`config.mk`:
```
export PLATFORM = sky130hd
export DESIGN_NAME = xlat_cam
export DESIGN_NICKNAME = d
export VERILOG_FILES = /design/src/rtl/xlat_cam.sv
export SDC_FILE = /design/constraint.sdc
export NUM_CORES = 2
export LEC_CHECK = 0
export BUFFER_PORTS_ARGS = -buffer_cell sky130_fd_sc_hd__clkbuf_2
export CORE_ASPECT_RATIO = 0.6
export CORE_MARGIN = 8
export CORE_UTILIZATION = 45
export DETAILED_ROUTE_END_ITERATION = 12
export GPL_TIMING_DRIVEN = 0
export PLACE_DENSITY = 0.59
export SYNTH_ARGS = -nofsm -noshare
export SYNTH_HDL_FRONTEND = slang
export SYNTH_SLANG_ARGS = --single-unit
```
`constraint.sdc`:
```
create_clock -name clk -period 7.41 [get_ports clk]
set_clock_uncertainty 0.15 [all_clocks]
set_input_delay 1.482 -clock clk [delete_from_list [all_inputs] [get_ports clk]]
set_output_delay 1.482 -clock clk [all_outputs]
set_load 0.02 [all_outputs]
```
`src/rtl/xlat_cam.sv`:
```
module xlat_cam #(
  parameter int ENTRIES = 32,
  parameter int WIRED   = 4,
  parameter int VA_W    = 32,
  parameter int PA_W    = 24,
  parameter int OFF_W   = 12,
  parameter int ASID_W  = 8
) (
  input  logic                       clk,
  input  logic                       rst_n,
  input  logic                       lk_en,
  input  logic [VA_W-1:0]            lk_vaddr,
  input  logic [ASID_W-1:0]          lk_asid,
  input  logic                       lk_store,
  output logic                       hit,
  output logic                       miss,
  output logic                       multi_hit,
  output logic                       mod_exc,
  output logic [PA_W-1:0]            paddr,
  output logic                       rsp_dirty,
  output logic                       rsp_ref,
  input  logic                       idx_we,
  input  logic [$clog2(ENTRIES)-1:0] idx_din,
  input  logic                       wr_en,
  input  logic                       wr_rand,
  input  logic [VA_W-OFF_W-1:0]      wr_vpn,
  input  logic [ASID_W-1:0]          wr_asid,
  input  logic [PA_W-OFF_W-1:0]      wr_ppn,
  input  logic                       wr_dirty,
  input  logic                       wr_valid,
  input  logic                       ref_clr,
  input  logic                       inv_all,
  output logic [$clog2(ENTRIES)-1:0] rand_idx
);
  localparam int VPN_W = VA_W - OFF_W;
  localparam int PPN_W = PA_W - OFF_W;
  localparam int IDX_W = $clog2(ENTRIES);
  localparam logic [IDX_W-1:0] TOP = IDX_W'(ENTRIES - 1);
  localparam logic [IDX_W-1:0] LOW = IDX_W'(WIRED);

  logic [VPN_W-1:0]  vpn_q  [ENTRIES];
  logic [ASID_W-1:0] asid_q [ENTRIES];
  logic [PPN_W-1:0]  ppn_q  [ENTRIES];
  logic [ENTRIES-1:0] valid_q, dirty_q, ref_q, match;
  logic [IDX_W-1:0] idx_q, rnd_q, sel, wr_tgt;
  logic any, multi, single, clean_store;

  wire [VPN_W-1:0] req_vpn = lk_vaddr[VA_W-1:OFF_W];

  // random victim pointer, never below the pinned entries
  always_ff @(posedge clk or negedge rst_n)
    if (!rst_n)              rnd_q <= TOP;
    else if (rnd_q == LOW)   rnd_q <= TOP;
    else                     rnd_q <= rnd_q - 1'b1;

  always_ff @(posedge clk or negedge rst_n)
    if (!rst_n)      idx_q <= '0;
    else if (idx_we) idx_q <= idx_din;

  assign rand_idx = rnd_q;
  assign wr_tgt   = wr_rand ? rnd_q : idx_q;

  genvar g;
  generate
    for (g = 0; g < ENTRIES; g++) begin : g_cmp
      assign match[g] = lk_en && valid_q[g] && (vpn_q[g] == req_vpn) && (asid_q[g] == lk_asid);
    end
  endgenerate

  always_comb begin
    sel = '0;
    for (int e = 0; e < ENTRIES; e++)
      if (match[e]) sel = IDX_W'(e);
  end

  assign any         = |match;
  assign multi       = (match & (match - 1'b1)) != '0;
  assign single      = any && !multi;
  assign clean_store = single && lk_store && !dirty_q[sel];
  assign hit         = single && !clean_store;
  assign mod_exc     = clean_store;
  assign miss        = lk_en && !any;
  assign multi_hit   = multi;
  assign paddr       = hit ? {ppn_q[sel], lk_vaddr[OFF_W-1:0]} : '0;
  assign rsp_dirty   = hit && dirty_q[sel];
  assign rsp_ref     = hit && ref_q[sel];

  always_ff @(posedge clk or negedge rst_n)
    if (!rst_n) begin
      valid_q <= '0;
      dirty_q <= '0;
      ref_q   <= '0;
      for (int e = 0; e < ENTRIES; e++) begin
        vpn_q[e]  <= '0;
        asid_q[e] <= '0;
        ppn_q[e]  <= '0;
      end
    end else begin
      for (int e = 0; e < ENTRIES; e++) begin
        if (wr_en && wr_tgt == IDX_W'(e)) begin
          vpn_q[e]   <= wr_vpn;
          asid_q[e]  <= wr_asid;
          ppn_q[e]   <= wr_ppn;
          dirty_q[e] <= wr_dirty;
          valid_q[e] <= wr_valid && !inv_all;
          ref_q[e]   <= 1'b0;
        end else begin
          if (inv_all) valid_q[e] <= 1'b0;
          if (ref_clr) ref_q[e] <= 1'b0;
          else if (hit && sel == IDX_W'(e)) ref_q[e] <= 1'b1;
        end
      end
    end

  assert_outcome_excl_R10: assert property (@(posedge clk) disable iff (!rst_n)
    $onehot0({hit, miss, multi_hit, mod_exc}));

  assert_rand_range_R8: assert property (@(posedge clk) disable iff (!rst_n)
    rand_idx >= LOW && rand_idx <= TOP);

  assert_rand_step_R8: assert property (@(posedge clk) disable iff (!rst_n)
    1'b1 |=> rand_idx == (($past(rand_idx) == LOW) ? TOP : $past(rand_idx) - 1'b1));

  assert_miss_keeps_ref_R4: assert property (@(posedge clk) disable iff (!rst_n)
    (miss && !wr_en && !ref_clr) |=> $stable(ref_q));

  assert_hit_sets_ref_R5: assert property (@(posedge clk) disable iff (!rst_n)
    (hit && !wr_en && !ref_clr) |=> ref_q[$past(sel)]);

  assert_ref_clear_R6: assert property (@(posedge clk) disable iff (!rst_n)
    ref_clr |=> ref_q == '0);

  assert_inval_all_R11: assert property (@(posedge clk) disable iff (!rst_n)
    inv_all |=> valid_q == '0);

  assert_clean_store_R9: assert property (@(posedge clk) disable iff (!rst_n)
    mod_exc |-> (paddr == '0 && !hit));
endmodule

```
# After elaboration in Yosys (flattened, before gate mapping)
# Cells that the tools add are included.
# Widths: inputs -> output; s select.
[word_totals]
reg_bits = 1386
latch_bits = 0
ram_bits = 0
romBits = 0
input_bits = 96
out_inout_bits = 35
memories = 0
[op_classes]
add_sub_neg = 2
mul = 0
div_mod_pow = 0
n_lt_le_gt_ge = 2
n_eq_ne = 127
shift = 0
n_mux = 170
bitwise_logic = 2
reduce_logical = 241
[op_table]
columns = ["op", "n"]
rows = [
  ["$eq 20x20->1", 32],
  ["$eq 8x8->1", 32],
  ["$logic_and 1x1->1", 168],
  ["$eq 5x5->1 const B", 32],
  ["$mux 5", 31],
  ["$mux 1", 132],
  ["$reduce_bool 3->1", 32],
  ["$eq 5x4->1 const B", 16],
  ["$reduce_bool 2->1", 32],
  ["$bmux 12 s5", 1],
  ["$eq 5x3->1 const B", 9],
  ["$and 32x32->32", 1],
  ["$reduce_bool 32->1", 1],
  ["$reduce_or 32->1", 1],
  ["$sub 32x1->32 const B", 1],
  ["$mux 12", 2],
  ["$mux 24", 1],
  ["$eq 5x2->1 const B", 4],
  ["$bmux 1 s5", 2],
  ["$eq 5x1->1 const B", 2],
  ["$logic_not 5->1", 2],
  ["$ge 6x6->1 const B", 1],
  ["$lt 5x6->1 const B", 1],
  ["$not 5->6", 1],
  ["3 further kinds", 7],
]

# Depth between registers and ports, before layout
[depth]
depth_word = 44
mapped_depth = 21
ltp_nobuf = 14

# Worst setup path after synthesis
# OpenSTA, ideal clock, no wires.
[synth_timing]
kind = "input -> output"
start = "in lk_asid[3]"
end = "out rsp_ref"
arrival_time_ps = 5966
slack_ps = -188
stages = 18
cell_sequence = "buf_2 -> buf_2 -> buf_1 -> xnor2_1 -> nand4_1 -> nor4_1 -> a21oi_2 -> a21boi_1 -> a32oi_2 -> buf_6 -> buf_4 -> buf_4 -> a21oi_1 -> a221oi_1 -> o21ai_0 -> a31oi_1 -> nand4_1 -> a211oi_1"
[synth_via]
elab_chain_cells = 40
[synth_lines]
columns = ["item", "line_no", "text"]
rows = [
  ["start, declared", "13", "input logic [ASID_W-1:0] lk_asid,"],
  ["$eq 8x8->1", "66", "assign match[g] = lk_en && valid_q[g] && (vpn_q[g] == req_vpn) && (asid_q[g] == lk_asid);"],
  ["$logic_and 1x1->1", "66", ""],
  ["$mux 1", "73", "if (match[e]) sel = IDX_W'(e);"],
  ["$mux 2", "73", ""],
  ["$mux 5 (29 in series)", "73", ""],
  ["$bmux 1 s5", "79", "assign clean_store = single && lk_store && !dirty_q[sel];"],
  ["$mux 1 (implied by the code)", "79", ""],
  ["$logic_not 1->1", "79", ""],
  ["$logic_and 1x1->1", "79", ""],
  ["$logic_not 1->1", "80", "assign hit = single && !clean_store;"],
  ["$logic_and 1x1->1", "80", ""],
  ["$logic_and 1x1->1 (*)", "86", "assign rsp_ref = hit && ref_q[sel];"],
  ["end, declared", "21", "output logic rsp_ref,"],
]
# Mark *: on every way between the ends. The rest lies on a longest branch, timed or not. The select of a mux whose other input is x is not followed.

# Final worst setup path
[layout_timing]
start = "in lk_asid[0]"
end = "out mod_exc"
[layout_via]
elab_chain_cells = 37
[layout_lines]
columns = ["item", "line_no", "text"]
rows = [
  ["$eq 8x8->1", "66", ""],
  ["$logic_and 1x1->1", "66", ""],
  ["$mux 1", "73", ""],
  ["$mux 2", "73", ""],
  ["$mux 5 (29 in series)", "73", ""],
  ["$bmux 1 s5", "79", ""],
  ["$mux 1 (implied by the code)", "79", ""],
  ["$logic_not 1->1", "79", ""],
  ["$logic_and 1x1->1 (*)", "79", ""],
  ["end, declared", "18", "output logic mod_exc,"],
]
# Marked as above.

==> results.py <==
metrics = {
    "routing": {
        "drtAntennaViolNets": 0,
        "vias": 57150,
        "wl_per_cell_um": 39.4,
        "drc": 0,
        "drt_iter0_markers": 8593,
        "first_pass_iters": 6,
        "finalWirelength_um": 345000,
        "vias_per_cell": 6.52,
    },
    "cells_and_area": {
        "finalNetCount": 6607,
        "syn_to_final_growth_pct": 21.6,
        "nFillCells": 13525,
        "fin_util_pct": 55.0,
        "layout_common_cells": "dfrtp_1, mux2_2, xor2_1",
        "final_common_cell": "dfrtp_1",
        "final_area_um2": 87000,
        "drive_gt1_share_pct": 37.9,
    },
    "setup_path": {
        "cp.arrival_ps": 6720,
        "required_ps": 5780,
        "critical_path_class": "input pin to output pin",
        "cp-end-kind": "output pin",
        "worst_setup_path_start_kind": "input pin",
        "cp_max_fo": 6,
    },
    "sta": {
        "setup_tns_ps": -23270,
        "finalWorstSetupSlack_ps": -944,
        "fmax_mhz": 120,
        "rsz0062_at_grt": "yes",
        "tightest_slew_ps": 1630,
        "holdWs_ps": 351,
        "setup_viol": 28,
        "hold_viol_final": 0,
        "drv_slew": 153,
        "relSlewSlack_pct": -8.42,
        "fin_crit_ps": 8350,
        "fin_crit_sh_pct": 113,
    },
    "floorplan": {
        "num_io_pins": 131,
        "die_h_um": 325,
        "core_area_um2": 158000,
        "start_util_pct": 45.2,
        "die_area_um2": 172000,
        "die_width_um": 531,
        "rows": 113,
    },
    "place": {
        "place.gp.congestion": 1.01,
        "dpl_cell_area_um2": 75700,
        "port_buffers": 101,
        "hpwlAfterDp_um": 238000,
    },
    "status": {
        "violations": "capacitance limit, slew limit, setup timing",
        "status": "finished with violations",
    },
    "cts": {
        "cts_inserted_buffers": 148,
        "cts_tree": "done",
        "clk_pin_slew_worst_paths_ps": 60,
        "postCtsHoldBufs": 0,
        "cts_buffer_depth": 4,
        "cts_sinks": 1386,
        "h-tree-depth": 4,
        "insertion_delay_ps": 830,
        "cts-root-buf": "clkbuf_16",
    },
    "grt": {
        "grt_pass1_wl_um": 465000,
        "grt_pass1_vias": 54131,
        "grt_max_degree": 110,
        "overflow": 0,
        "track_usage_pct": 38.8,
        "grt_antenna_before_repair": 50,
    },
    "yosys": {
        "synthArstFlopShare_pct": 100,
        "synth_area_um2": 71500,
        "yosys_most_used_dff": "dfrtp_1",
        "syn_inst": 5937,
        "ys_seq_area_share_pct": 48.5,
        "syn-num-nets": 6034,
        "synth_area_per_cell_um2": 12.0,
        "synthDistinctLibCells": 99,
        "yosys_warnings": 0,
        "synth-edff-count": 0,
        "ys_ff_latch": 1386,
    },
    "power": {
        "vdd_drop_max_uv": 203,
        "cellLeakagePower_nw": 37.5,
        "cellPowerDensity_nw_per_um2": 263,
    },
    "worst_hold_path": {
        "hp-class": "flop to flop",
    },
    "flow_run": {
        "drv_cap": 18,
    },
}
-- critical path: stages --
cell and delay (ps):
buf_6 170, buf_12 160, xnor2_1 250, or4b_4 520, or4_4 640, a2111o_1 460, a311o_2 420, a32oi_4 280
buf_12 170, buf_16 150, buf_12 110, buf_12 150, mux2i_4 350, o22ai_2 100, or3_4 420, a21boi_4 180
buf_12 130, buf_12 110, nor2b_4 260, buf_8 150
-- kinds of logic after synthesis --
family | count (synthesis) | share of synthesized area, %
adder cells (fa/ha/maj) | 4 | 0.0595
XOR/XNOR | 894 | 10.9
AND/OR/NAND/NOR | 1286 | 10.3
flip-flops | 1386 | 48.5
multiplexers | 1485 | 23.1
AO/OA/AOI/OAI | 354 | 3.70
buffers and inverters | 528 | 3.34
-- registers in the layout, indices dropped and copies added, names as in the netlist --
signal    flops
ref_q        32
dirty_q      32
asid_q      256
idx_q         5
rand_idx      5
ppn_q       384
valid_q      32
vpn_q       640
-- metrics by stage --
stage          power, W  worst slack (ps)  std cells
2_1_floorplan    0.0130              -104       5937
3_3_place_gp     0.0146            -30780       8165
3_5_place_dp     0.0147             -3980       8207
4_1_cts          0.0226              -752       8660
5_1_grt          0.0236              -915       8744
6_report         0.0229              -944       8761
-- layer usage --
metal	track usage (%)	vias up	share of wire [%]
li1	-	22413	-
met1	57.6	29851	43
met2	48.6	4138	37
met3	17.6	742	16
met4	13.6	6	4.4
met5	0	-	0.073
-- worst paths after layout --
kind / end / slack [ps] / cells past startpoint / startpoint
hold reg to reg: rand_idx[0] / 350 / 1 / rand_idx[0]
min in group asynchronous: vpn_q[602] / 450 / 1 / rst_n
setup / recovery: mod_exc / -940 / 20 / lk_asid[0]
max in group asynchronous: vpn_q[166] / 3670 / 6 / rst_n
hold / removal: rand_idx[0] / 350 / 1 / rand_idx[0]
setup reg to reg: ref_q[11] / 1600 / 20 / vpn_q[417]
-- Yosys cell counts, types with 54 or more instances --
cell type	count	area (um^2)
dfrtp_1	1381	34600
mux2_2	1336	15000
xor2_1	633	5540
clkbuf_1	270	1010
xnor2_1	261	2290
nor4_1	229	1430
nor2_1	228	856
nand2_1	170	638
mux2i_1	149	1490
nand4_1	128	801
nor3_1	113	566
buf_2	105	526
nand3_1	56	280
a21oi_1	55	275
inv_1	54	203
-- timing repair --
action / CTS / global route
setup buffers: 210 / 74
pin swaps: 78 / 101
cloned: 6 / 0
endpoints found under the setup margin: 62 / 30
gates resized for setup: 745 / 156
-- where the power goes --
group | switching [W] | internal, W | total (W) | leakage [nW]
registers | 0.00106 | 0.00910 | 0.0102 | 17.9
logic | 0.00268 | 0.00232 | 0.00500 | 17.2
clock network | 0.00332 | 0.00438 | 0.00770 | 2.34
-- cell type report --
cell class	instances	area [um^2]	share of cell area, %
clock inverters	35	510	0.587
clock buffers	208	4260	4.90
repair buffers	431	4070	4.67
diodes	31	77.6	0.0892
inverters	54	210	0.242
flip-flops and latches	1386	34700	39.9
well taps	2127	2660	3.06
multi-input cells	4023	36400	41.8
plain buffers	466	4160	4.78
Power figures use the tool's default switching activity.
